[src/rtl/boost_seq_pkg.sv]
package boost_seq_pkg;

    typedef enum logic [2:0] {
        ST_SHDN  = 3'd0,
        ST_LIN1  = 3'd1,
        ST_LIN2  = 3'd2,
        ST_SOFT  = 3'd3,
        ST_BOOST = 3'd4,
        ST_FAULT = 3'd5,
        ST_THERM = 3'd6
    } seq_state_e;

    typedef enum logic [1:0] {
        LIN_OFF  = 2'd0,
        LIN_LOW  = 2'd1,
        LIN_HIGH = 2'd2
    } lin_sel_e;

    function automatic int max2(input int a, input int b);
        return (a > b) ? a : b;
    endfunction

endpackage

[src/rtl/boost_seq_tickcnt.sv]
// Counts qualified fault-clock ticks since the last clear. A tick without
// the qualifier restarts the count; the count saturates at all ones.
module boost_seq_tickcnt #(
    parameter int W = 9
) (
    input  logic         clk,
    input  logic         rst_n,
    input  logic         clr,
    input  logic         tick,
    input  logic         qual,
    output logic [W-1:0] cnt
);

    always_ff @(posedge clk or negedge rst_n) begin
        if (!rst_n) begin
            cnt <= '0;
        end else if (clr) begin
            cnt <= '0;
        end else if (tick) begin
            if (!qual) begin
                cnt <= '0;
            end else if (cnt != {W{1'b1}}) begin
                cnt <= cnt + 1'b1;
            end
        end
    end

endmodule

[src/rtl/boost_seq_ramp.sv]
// Maps the ticks elapsed in soft-start to a current-limit scale code:
// half scale at entry, one step per STEP ticks, full scale after the ramp.
module boost_seq_ramp #(
    parameter int CODE_W     = 4,
    parameter int TMR_W      = 9,
    parameter int RAMP_TICKS = 32
) (
    input  logic [TMR_W-1:0]  cnt,
    output logic [CODE_W-1:0] code
);

    localparam int LEVELS = 2 ** (CODE_W - 1);
    localparam int STEP   = (RAMP_TICKS / LEVELS > 0) ? (RAMP_TICKS / LEVELS) : 1;

    always_comb begin
        if (cnt < TMR_W'(RAMP_TICKS)) begin
            code = CODE_W'(LEVELS) + CODE_W'(cnt / TMR_W'(STEP));
        end else begin
            code = {CODE_W{1'b1}};
        end
    end

endmodule

[src/rtl/boost_seq_fsm.sv]
module boost_seq_fsm
    import boost_seq_pkg::*;
#(
    parameter int CODE_W     = 4,
    parameter int TMR_W      = 9,
    parameter int ILIM_W     = 6,
    parameter int LIN1_TICKS = 16,
    parameter int LIN2_TICKS = 64,
    parameter int SS_LIMIT   = 128,
    parameter int ILIM_TICKS = 32,
    parameter int HOLD_TICKS = 480
) (
    input  logic              clk,
    input  logic              rst_n,
    input  logic              en,
    input  logic              tick,
    input  logic              vin_ok,
    input  logic              near_in,
    input  logic              pg90,
    input  logic              at_reg,
    input  logic              ilim_hit,
    input  logic              ot,
    input  logic [TMR_W-1:0]  tmr_cnt,
    input  logic [ILIM_W-1:0] ilim_cnt,
    input  logic [CODE_W-1:0] ramp_code,
    output logic              entering,
    output seq_state_e        state,
    output logic [1:0]        lin_sel,
    output logic [CODE_W-1:0] ilim_code,
    output logic              sw_en,
    output logic              rect_en,
    output logic              disc
);

    seq_state_e st_q, st_d;

    logic lin1_done, lin2_done, ss_done, ilim_done, hold_done;

    assign lin1_done = tick && (tmr_cnt == TMR_W'(LIN1_TICKS - 1));
    assign lin2_done = tick && (tmr_cnt == TMR_W'(LIN2_TICKS - 1));
    assign ss_done   = tick && (tmr_cnt == TMR_W'(SS_LIMIT - 1));
    assign hold_done = tick && (tmr_cnt == TMR_W'(HOLD_TICKS - 1));
    assign ilim_done = tick && ilim_hit && (ilim_cnt == ILIM_W'(ILIM_TICKS - 1));

    // Next-state decision: enable loss first, then thermal stop, then the
    // per-state exits.
    always_comb begin
        st_d = st_q;
        if (!en) begin
            st_d = ST_SHDN;
        end else if (ot && (st_q != ST_SHDN)) begin
            st_d = ST_THERM;
        end else begin
            unique case (st_q)
                ST_SHDN: begin
                    if (vin_ok) st_d = ST_LIN1;
                end
                ST_LIN1: begin
                    if (near_in)        st_d = ST_SOFT;
                    else if (lin1_done) st_d = ST_LIN2;
                end
                ST_LIN2: begin
                    if (near_in)        st_d = ST_SOFT;
                    else if (lin2_done) st_d = ST_FAULT;
                end
                ST_SOFT: begin
                    if (pg90)         st_d = ST_BOOST;
                    else if (ss_done) st_d = ST_FAULT;
                end
                ST_BOOST: begin
                    if (!near_in || ilim_done) st_d = ST_FAULT;
                end
                ST_FAULT: begin
                    if (hold_done) st_d = ST_LIN1;
                end
                ST_THERM: begin
                    st_d = ST_SOFT;
                end
                default: st_d = ST_SHDN;
            endcase
        end
    end

    // State register
    always_ff @(posedge clk or negedge rst_n) begin
        if (!rst_n) begin
            st_q <= ST_SHDN;
        end else begin
            st_q <= st_d;
        end
    end

    assign entering = (st_d != st_q);
    assign state    = st_q;

    // Outputs per state
    always_comb begin
        lin_sel   = LIN_OFF;
        ilim_code = '0;
        sw_en     = 1'b0;
        rect_en   = 1'b0;
        disc      = 1'b1;
        unique case (st_q)
            ST_SHDN: begin
                disc = 1'b1;
            end
            ST_LIN1: begin
                lin_sel = LIN_LOW;
                disc    = 1'b0;
            end
            ST_LIN2: begin
                lin_sel = LIN_HIGH;
                disc    = 1'b0;
            end
            ST_SOFT: begin
                ilim_code = ramp_code;
                sw_en     = 1'b1;
                rect_en   = 1'b1;
                disc      = 1'b0;
            end
            ST_BOOST: begin
                ilim_code = {CODE_W{1'b1}};
                sw_en     = !at_reg;
                rect_en   = near_in;
                disc      = 1'b0;
            end
            ST_FAULT: begin
                disc = 1'b1;
            end
            ST_THERM: begin
                disc = 1'b1;
            end
            default: begin
                disc = 1'b1;
            end
        endcase
    end

endmodule

[src/rtl/boost_seq_top.sv]
module boost_seq_top
    import boost_seq_pkg::*;
#(
    parameter int CODE_W     = 4,
    parameter int LIN1_TICKS = 16,
    parameter int LIN2_TICKS = 64,
    parameter int RAMP_TICKS = 32,
    parameter int PG_TICKS   = 96,
    parameter int ILIM_TICKS = 32,
    parameter int HOLD_TICKS = 480
) (
    input  logic              clk,
    input  logic              rst_n,
    input  logic              en,
    input  logic              tick,
    input  logic              vin_ok,
    input  logic              near_in,
    input  logic              pg90,
    input  logic              at_reg,
    input  logic              ilim_hit,
    input  logic              ot,
    output logic [1:0]        lin_sel,
    output logic [CODE_W-1:0] ilim_code,
    output logic              sw_en,
    output logic              rect_en,
    output logic              disc,
    output logic [2:0]        state_code
);

    localparam int SS_LIMIT = RAMP_TICKS + PG_TICKS;
    localparam int TMR_MAX  = max2(max2(LIN1_TICKS, LIN2_TICKS), max2(SS_LIMIT, HOLD_TICKS));
    localparam int TMR_W    = $clog2(TMR_MAX + 1);
    localparam int ILIM_W   = $clog2(ILIM_TICKS + 1);

    logic              entering;
    logic [TMR_W-1:0]  tmr_cnt;
    logic [ILIM_W-1:0] ilim_cnt;
    logic [CODE_W-1:0] ramp_code;
    seq_state_e        state;

    boost_seq_tickcnt #(.W(TMR_W)) state_tmr_i (
        .clk   (clk),
        .rst_n (rst_n),
        .clr   (entering),
        .tick  (tick),
        .qual  (1'b1),
        .cnt   (tmr_cnt)
    );

    boost_seq_tickcnt #(.W(ILIM_W)) ilim_tmr_i (
        .clk   (clk),
        .rst_n (rst_n),
        .clr   (entering),
        .tick  (tick),
        .qual  (ilim_hit),
        .cnt   (ilim_cnt)
    );

    boost_seq_ramp #(
        .CODE_W     (CODE_W),
        .TMR_W      (TMR_W),
        .RAMP_TICKS (RAMP_TICKS)
    ) ramp_i (
        .cnt  (tmr_cnt),
        .code (ramp_code)
    );

    boost_seq_fsm #(
        .CODE_W     (CODE_W),
        .TMR_W      (TMR_W),
        .ILIM_W     (ILIM_W),
        .LIN1_TICKS (LIN1_TICKS),
        .LIN2_TICKS (LIN2_TICKS),
        .SS_LIMIT   (SS_LIMIT),
        .ILIM_TICKS (ILIM_TICKS),
        .HOLD_TICKS (HOLD_TICKS)
    ) fsm_i (
        .clk       (clk),
        .rst_n     (rst_n),
        .en        (en),
        .tick      (tick),
        .vin_ok    (vin_ok),
        .near_in   (near_in),
        .pg90      (pg90),
        .at_reg    (at_reg),
        .ilim_hit  (ilim_hit),
        .ot        (ot),
        .tmr_cnt   (tmr_cnt),
        .ilim_cnt  (ilim_cnt),
        .ramp_code (ramp_code),
        .entering  (entering),
        .state     (state),
        .lin_sel   (lin_sel),
        .ilim_code (ilim_code),
        .sw_en     (sw_en),
        .rect_en   (rect_en),
        .disc      (disc)
    );

    assign state_code = state;

endmodule

[config.mk]
export PLATFORM = sky130hd
export DESIGN_NAME = boost_seq_top
export DESIGN_NICKNAME = d
export VERILOG_FILES = /design/src/rtl/boost_seq_pkg.sv /design/src/rtl/boost_seq_tickcnt.sv /design/src/rtl/boost_seq_ramp.sv /design/src/rtl/boost_seq_fsm.sv /design/src/rtl/boost_seq_top.sv
export SDC_FILE = /design/constraint.sdc
export NUM_CORES = 1
export LEC_CHECK = 0
export BUFFER_PORTS_ARGS = -buffer_cell sky130_fd_sc_hd__buf_4
export CAP_MARGIN = 0
export CORE_MARGIN = 1
export CORE_UTILIZATION = 60
export DETAILED_ROUTE_END_ITERATION = 10
export GPL_ROUTABILITY_DRIVEN = 0
export PLACE_DENSITY = 0.83
export SYNTH_ARGS = -nofsm -noshare
export SYNTH_HDL_FRONTEND = slang
export SYNTH_SLANG_ARGS = --single-unit
[constraint.sdc]
create_clock -name clk -period 4 [get_ports clk]
set_input_delay 0.2 -clock clk [delete_from_list [all_inputs] [get_ports clk]]
set_output_delay 0.2 -clock clk [all_outputs]
set_load 0.01 [all_outputs]
==> results of run 1 <==
==> power breakdown <==
group / total (mW) / switching (mW) / leakage, nW / internal, mW
clock: 0.119 / 0.0632 / 0.0210 / 0.0556
combinational: 0.480 / 0.281 / 0.463 / 0.199
sequential: 0.274 / 0.0673 / 0.248 / 0.207
total: 0.872 / 0.412 / 0.732 / 0.461
==> cell usage after synthesis (all sizes together) (4+ instances only) <==
| library cell | instances |
|---|---|
| mux2i | 4 |
| nor3 | 8 |
| nor4b | 8 |
| o21ai | 10 |
| xnor2 | 6 |
| buf | 11 |
| inv | 8 |
| a21oi | 8 |
| nand2 | 25 |
| nand4 | 7 |
| nor2 | 10 |
| nand3 | 8 |
| dfrtp | 18 |
==> critical path, stage by stage, from the launching register on <==
cell	delay, ps
sky130_fd_sc_hd__dfrtp_1	660
sky130_fd_sc_hd__or3b_2	480
sky130_fd_sc_hd__o2111ai_1	120
sky130_fd_sc_hd__nand4_1	170
sky130_fd_sc_hd__mux2i_1	160
sky130_fd_sc_hd__a221o_2	480
sky130_fd_sc_hd__nor4b_1	380
==> worst max path at each step <==
stage / cells past startpoint / to
2_1_floorplan: 11 / state_tmr_i.cnt[5]
3_3_place_gp: 6 / ilim_tmr_i.cnt[2]
3_5_place_dp: 6 / ilim_tmr_i.cnt[5]
4_1_cts: 6 / ilim_tmr_i.cnt[5]
5_1_grt: 6 / ilim_tmr_i.cnt[5]
6_report: 6 / ilim_tmr_i.cnt[5]
==> layout make-up <==
cell class / instances / area [µm²]
Multi-Input combinational cell: 141 / 925
Fill cell: 179 / 653
Sequential cell: 18 / 450
Timing Repair Buffer: 22 / 168
Clock buffer: 4 / 36.3
Inverter: 8 / 30.0
Tap cell: 28 / 35.0
==> cells by family (layout without fill, tap and decap cells) <==
| family | Yosys count | after routing |
|---|---|---|
| flip-flops | 18 | 18 |
| multiplexers | 4 | 4 |
| AND/OR/NAND/NOR | 90 | 90 |
| AO/OA/AOI/OAI | 36 | 36 |
| buffers and inverters | 22 | 34 |
| XOR/XNOR | 8 | 8 |
| adder cells (fa/ha/maj) | 3 | 3 |
==> state kept, by name (all words and copies together) (netlist names) <==
name             cells
state_tmr_i.cnt      9
ilim_tmr_i.cnt       6
fsm_i.state          3
==> per-layer routing <==
layer	part of all wire	routed length (µm)
met1	0.40	1450
met2	0.50	1800
met3	0.076	273
met4	0.024	87
met5	0	0
==> timing repair <==
| item | CTS | global route |
|---|---|---|
| resized for setup | 0 | 0 |
| hold buffers | 1 | 0 |
| setup buffers | 0 | 0 |
| endpoints found under the hold margin | 18 | 0 |
==> impl_summary.md, run 1 <==
Outcome
The flow ran to the end, and the final reports show no timing, DRC or antenna violations.

Placed design
The worst setup slack after placement is 1510 ps. The final HPWL from detailed placement is 2.62 mm. The instance area at placement is 0.00160 mm².

The total instance count after detailed placement is 216. Input and output buffers added on the ports amount to 21.

Worst setup path
The origin of the critical flop-to-flop path is fsm_i.state[1]. The register-to-register setup slack is 1440 ps. The highest net fanout along the worst path is 17. The endpoint class of the critical path is a flop. At the worst endpoint, the arrival time is 2750 ps.

The launching instance or port of the critical path is fsm_i.state[1]. The destination of the worst register-to-register timing path is ilim_tmr_i.cnt[5]. The critical path in this run is classified as flop to flop.

The required time of the critical path is 4190 ps. The worst register-to-register path has a depth of 6. The type of origin of the critical path is a flop.

Die
The die is 52.2 µm tall. In this run the standard cell core region covers 0.00230 mm². For this design the top-level I/O count stands at 22. The initial standard-cell utilization of the core is 0.657. The die extent in x is 52.2 µm. The floorplan has 17 rows.

The die covers 0.00272 mm².

Yosys
Yosys mapped a number of flops with a built-in enable equal to 0. Of all cell types, the one taking the most synthesized area is sky130_fd_sc_hd__dfrtp_1. The proportion of netlist area held by the largest area contributor is 0.299. The average cell area after synthesis is 8.34 µm². Among all flip-flop cells after synthesis, the most frequent one is sky130_fd_sc_hd__dfrtp_1. The fraction of the mapped netlist area in compound gates is 0.158. Yosys mapped the design onto 47 distinct sky130hd cell types.

During synthesis, Yosys emitted a total of 0 warnings. Of the total synthesized cell area, the portion taken by XOR and XNOR cells is 0.0464. Of the total synthesized cell area, the portion taken by AND, OR, NAND and NOR gates is 0.357.

The post-synthesis cell count is 181. The mux cell area share after synthesis is 0.0265. The synthesized flop and latch total is 18.

The adder-cell share of the synthesized area is 0.0249. The net count after synthesis is 194. For this run, the register share of the synthesized area comes to 0.299. The share of flip-flops with an asynchronous set or reset is 1.00.

After synthesis the cells add up to 0.00151 mm². Ranked by total cell area, the synthesized netlist is headed by sky130_fd_sc_hd__dfrtp_1 30%, sky130_fd_sc_hd__nand2_1 6.2%, sky130_fd_sc_hd__buf_6 4.5%, sky130_fd_sc_hd__nor4b_1 3.5%, sky130_fd_sc_hd__xnor2_1 3.5%. After synthesis, the largest family of logic cells by area is simple AND/OR/NAND/NOR gates.

Min path
The terminating pin of the worst hold path is fsm_i.state[2]. The worst hold path begins at ot. The cell depth of the worst min-delay path is 3. The class of the worst hold path is input port to flop.

GRT
For met2 alone, demand over resource in global routing was 0.534. For this run, global-route usage on met1 was measured as 0.364. The first global-routing pass estimated 6.00 mm of wire.

Entering global routing, the biggest net connects 20 pins. Summed over all layers, the global routing overflow is 0. The met3 capacity usage during global routing is 0.0439.

met2 is the most crowded layer. The total global-route track usage is 0.306. The number of global-route vias before repair was 1314. The initial antenna violation count is 0.

Routing
The violation count after the first detailed-routing iteration is 45. The detailed-route wire length per cell is 16.3 µm. The via count is 1459. The DRC violation count after routing is 0. The average via count per standard cell is 6.60. The count of nets left with antenna violations once routing finished came out at 0. The first-pass detailed-route iteration total is 4. After detailed routing, the total wire length is 3.61 mm.

Timing
Dividing the final minimum period by the clock period gives 0.639. The post-layout minimum cycle time is 2560 ps. Setup repair after global routing left no endpoint under its margin. In the final timing run, aggregate negative setup slack is 0 ps. The slew at the pin with the worst max-slew slack is 1150 ps. The worst hold margin is 169 ps.

Setup violations remaining at the end of the flow were counted as 0. The timing-limited maximum frequency is 391 MHz. Setup slack closes at 1440 ps. Measured against its own limit, the worst slew margin works out to 0.234. The final hold violation count was 0.

The worst-case clock skew is 1.54 ps. The number of pins exceeding their max-slew limit in the final report is 0.

Power and ir drop
The maximum vdd ir drop is 0.467 mV. The total power is 0.872 mW. Dividing total power by cell area gives a power density of 531 mW/mm². The leakage component of the power is 0.732 nW.

Clock network
The clock latency on the worst-skew pair is 300 ps. The cell at the root of the clock tree is sky130_fd_sc_hd__clkbuf_4. The total CTS buffers is 3. The clock net in this run drives a total of 18 sinks. The CTS tree is built. The CTS clock-pin slew for the worst setup and hold paths is 110 ps. The clock passes through at most 2 buffers. In this run the number of H-tree levels came out at 1.

Cells and area
The layout net count is 207. The final design utilization is 0.716. Of the cells placed in the final design, the portion with a size suffix greater than 1 is 0.181. The commonest non-fill, non-tap cell in the layout is sky130_fd_sc_hd__nand2_1. The finished layout holds 221 standard cells, fillers aside. From synthesis to final layout, the design area changed by 8.96%. The summed area of non-filler cells in the final layout is 0.00164 mm². The number of antenna diodes in the final layout is 0. The top cell types in the final layout, fill and taps aside, are 25 x sky130_fd_sc_hd__nand2_1, 21 x sky130_fd_sc_hd__buf_4, 18 x sky130_fd_sc_hd__dfrtp_1.

Flow run
Across the run, the number of max-cap violations was 0.
(Power assumes the default switching activity.)
==> run 2, diff against run 1 <==
- ABC_AREA: not set -> 1
- CORE_UTILIZATION: 60 -> 56
- PLACE_DENSITY: 0.83 -> 0.79
- clock period: 4 -> 2.51 ns (I/O delays scaled with it)
==> run 2 against run 1 <==
Against the previous run:
- global-route usage fell by 3.6 points
- count of clock-buffer cells in the layout did not move
- critical path depth up 4
- sequential power up 53%
- hold slack got worse by 77 ps
- critical path type unchanged
- largest cell class unchanged
- largest power group unchanged
- highest routed layer unchanged
==> impl_summary.md, run 2 <==
Outcome
Outcome: complete, no violations (unchanged).

Die
The area of the die was 0.00274 mm² (was 0.00272 mm²). The number of rows created at floorplan is 17 (unchanged). The initial standard-cell utilization of the core was 0.617 (was 0.657).

The number of I/O pins is 22 (unchanged). The die extent in x came to 52.3 µm (was 52.2 µm). The die span in y was 52.3 µm (was 52.2 µm). The area of the core is 0.00230 mm² (unchanged).

Worst setup path
The critical-path cell with the highest stage delay is sky130_fd_sc_hd__dfrtp_1 (unchanged). Cells along the critical path: nand2_1, nor2_2, nand2_1, a21oi_1, nor2_1, nand3_1, nand2_1, nand2_1, nand2_2, nor3_1 (was or3b_2, o2111ai_1, nand4_1, mux2i_1, a221o_2, nor4b_1). The category of the critical setup timing path was flop to flop (unchanged).

The origin of the critical flop-to-flop path was fsm_i.state[1] (unchanged). The highest net fanout along the worst path is 15 (was 17). The required time of the critical path came to 2720 ps (was 4190 ps). The launching instance or port of the critical path is fsm_i.state[1] (unchanged). The most repeated library cell on the critical path is sky130_fd_sc_hd__nand2_1.

The data arrival time of the worst path is 2300 ps (was 2750 ps). The peak per-stage delay on the critical path is 570 ps (was 660 ps). The endpoint class of the critical path is a flop (unchanged). The type of origin of the critical path is a flop (unchanged).

Clock network
The clock sink count is 18 (unchanged). The number of levels the H-tree was split into came to 1 (unchanged). The maximum buffer depth of the clock tree is 2 (unchanged).

The post-cts resize count is 0 (unchanged). The CTS clock-pin slew for the worst setup and hold paths is 110 ps (about the same). The clock latency on the worst-skew pair is 300 ps (about the same). The cell at the root of the clock tree is sky130_fd_sc_hd__clkbuf_4 (unchanged). The number of hold buffers added after CTS is 1 (unchanged). The CTS tree is built (unchanged).

The total CTS buffers came to 3 (unchanged). The post-CTS repair timing setup buffer count is 0 (unchanged).

Timing
The post-layout minimum cycle time was 2100 ps (was 2560 ps). The worst hold margin was 91.9 ps (was 169 ps). The total of endpoints with negative setup slack in the final report was 0 (unchanged). The worst path setup slack after routing is 411 ps (was 1440 ps). The slew at the pin with the worst max-slew slack is 408 ps (was 1150 ps). The tightest slew margin relative to the limit is 0.727 (was 0.234).

The summed negative setup slack over all endpoints was 0 ps (unchanged). The timing-limited maximum frequency is 477 MHz (was 391 MHz). RSZ-0062 raised after global routing: false (unchanged). The worst-case clock skew was 11.2 ps (was 1.54 ps).

The number of pins exceeding their max-slew limit in the final report came to 0 (unchanged). The final hold violation count is 0 (unchanged). The final worst-path cycle share is 0.836 (was 0.639).

Cells and area
The final instance count without filler cells is 252 (was 221). The layout cell share with drive strength beyond 1 was 0.241 (was 0.181). The area added between synthesis and finish is 15.4% (was 8.96%). The layout net count is 238 (was 207). Top library cells by usage in the layout, fill and taps aside: 47 x sky130_fd_sc_hd__nand2_1, 24 x sky130_fd_sc_hd__inv_1, 22 x sky130_fd_sc_hd__buf_4 (was 25 x sky130_fd_sc_hd__nand2_1, 21 x sky130_fd_sc_hd__buf_4, 18 x sky130_fd_sc_hd__dfrtp_1).

The largest register by flop count was state_tmr_i.cnt (unchanged). The flip-flop count of the largest register after layout is 9 (unchanged). The number of diodes added for antenna fixing is 0 (unchanged). The commonest non-fill, non-tap cell in the layout was sky130_fd_sc_hd__nand2_1 (unchanged).

Power and ir drop
The leakage component of the power is 0.828 nW (was 0.732 nW). The total power came to 1.45 mW (was 0.872 mW). The power per cell area is 884 mW/mm² (was 531 mW/mm²). The maximum vdd ir drop came to 0.849 mV (was 0.467 mV).

GRT
The maximum number of pins on one net before global-route repair came to 19 (was 20). The number of global-route vias before repair is 1260 (was 1314). The total global-route track usage was 0.269 (was 0.306).

The initial antenna violation count is 0 (unchanged). The global-route wire length before repair is 5.45 mm (was 6.00 mm). The global route total overflow is 0 (unchanged).

Yosys
The share of flip-flops with an asynchronous set or reset was 1.00 (unchanged). The cell area after technology mapping is 0.00142 mm² (was 0.00151 mm²). The post-synthesis sequential area ratio was 0.318 (was 0.299). The cell accounting for the most synthesized area is sky130_fd_sc_hd__dfrtp_1 (unchanged). Cell types with the largest area share after synthesis: sky130_fd_sc_hd__dfrtp_1 32%, sky130_fd_sc_hd__nand2_1 12%, sky130_fd_sc_hd__nor3_2 7.8%, sky130_fd_sc_hd__nand3_1 6.4%, sky130_fd_sc_hd__inv_1 6.4% (was sky130_fd_sc_hd__dfrtp_1 30%, sky130_fd_sc_hd__nand2_1 6.2%, sky130_fd_sc_hd__buf_6 4.5%, sky130_fd_sc_hd__nor4b_1 3.5%, sky130_fd_sc_hd__xnor2_1 3.5%). The total of warnings raised by yosys is 0 (unchanged). The proportion of netlist area held by the largest area contributor is 0.318 (was 0.299). The number of enable flip-flop cells after synthesis was 0 (unchanged).

The most instantiated flip-flop cell in the synthesis netlist is sky130_fd_sc_hd__dfrtp_1 (unchanged). Synth top cells by count: 47 x sky130_fd_sc_hd__nand2_1, 24 x sky130_fd_sc_hd__inv_1, 18 x sky130_fd_sc_hd__dfrtp_1, 18 x sky130_fd_sc_hd__nand3_1, 18 x sky130_fd_sc_hd__nor2_1 (was 25 x sky130_fd_sc_hd__nand2_1, 18 x sky130_fd_sc_hd__dfrtp_1, 10 x sky130_fd_sc_hd__nor2_1). The net count after synthesis is 213 (was 194).

The number of unique standard cell types used by synthesis came to 24 (was 47). The average cell area after synthesis is 7.09 µm² (was 8.34 µm²). The synthesized flop and latch total is 18 (unchanged). The post-synthesis cell count is 200 (was 181). The most numerous cell in the Yosys netlist is sky130_fd_sc_hd__nand2_1 (unchanged).

Routing
The count of antenna-violating nets left after detailed routing came to 0 (unchanged). The final routed wirelength across all metal layers was 3.19 mm (was 3.61 mm). The DRC violation count after routing is 0 (unchanged). The via count is 1354 (was 1459). The violation count after the first detailed-routing iteration is 37 (was 45). The average via count per standard cell was 5.37 (was 6.60). The detailed-route wire length per cell is 12.7 µm (was 16.3 µm). The first-pass detailed-route iteration total is 4 (unchanged).

Placed design
The count of buffers inserted at the top-level ports is 21 (unchanged). The final HPWL from detailed placement came to 2.44 mm (was 2.62 mm). The worst setup slack after placement is 446 ps (was 1510 ps).

The total instance count after detailed placement is 247 (was 216).

Min path
The class of the worst hold path is input port to flop (unchanged). The origin of the worst min-delay path was en (was ot).

Flow run
The max-cap violation count is 0 (unchanged).
## run 2: cell types whose count changed in the layout (fill, tap and decap cells not counted), sizes merged, moves of 8 or more
cell,previous run,this run
nand2,25,49
inv,8,31
nand3,8,22
nor2,10,22
nor3,8,18
nor4b,8,0
## run 2: per-layer routing
metal  GRT usage  up-vias  part of all wire
met3      0.0290        7             0.057
met4      0.0921        0             0.013
met5           0        -                 0
met1       0.358      605              0.47
met2       0.451       46              0.46
li1            -      696                 -
## run 2: path summary, 6_finish.rpt
kind	slack, ps	to	cells after the start
setup reg to reg	410	state_tmr_i.cnt[7]	10
max in group asynchronous	2090	ilim_tmr_i.cnt[4]	2
hold / removal	90	fsm_i.state[1]	3
hold reg to reg	620	ilim_tmr_i.cnt[5]	2
setup / recovery	410	state_tmr_i.cnt[7]	10
min in group asynchronous	210	state_tmr_i.cnt[8]	2
## run 2: critical path, delay by kind of cell (launching register included)
kind / cells / cell delay [ps]
AOI/OAI and AO/OA: 1 / 150
DFF: 1 / 570
and+or+nand+nor: 9 / 1270
## run 2: kinds of logic after synthesis
logic type / after synthesis / synth area share
flip-flops: 18 / 0.318
multiplexers: 1 / 0.00706
adder cells (fa/ha/maj): 3 / 0.0265
AND/OR/NAND/NOR: 117 / 0.425
buffers and inverters: 34 / 0.102
XOR/XNOR: 9 / 0.0556
AO/OA/AOI/OAI: 18 / 0.0662
## run 2: area by class of cell
cell class              count  area [µm²]
multi-input cells         148         823
fillers                   188         661
flip-flops and latches     18         450
repair buffers             23         175
inverters                  31         116
clock buffers               4        36.3
well taps                  28        35.0
## run 2: per-stage QoR
stage                     cell area [µm²]   util
after CTS                            1640  0.712
after global routing                 1640  0.712
after global placement               1590  0.692
final                                1640  0.712
after detailed placement             1590  0.692
after floorplan                      1420      -
## run 2: report_power, final
group	leakage, nW	internal [mW]	total (mW)	switching [mW]
sequential	0.247	0.337	0.419	0.0823
combinational	0.560	0.293	0.847	0.554
clock	0.0210	0.0885	0.181	0.0924
total	0.828	0.718	1.45	0.728
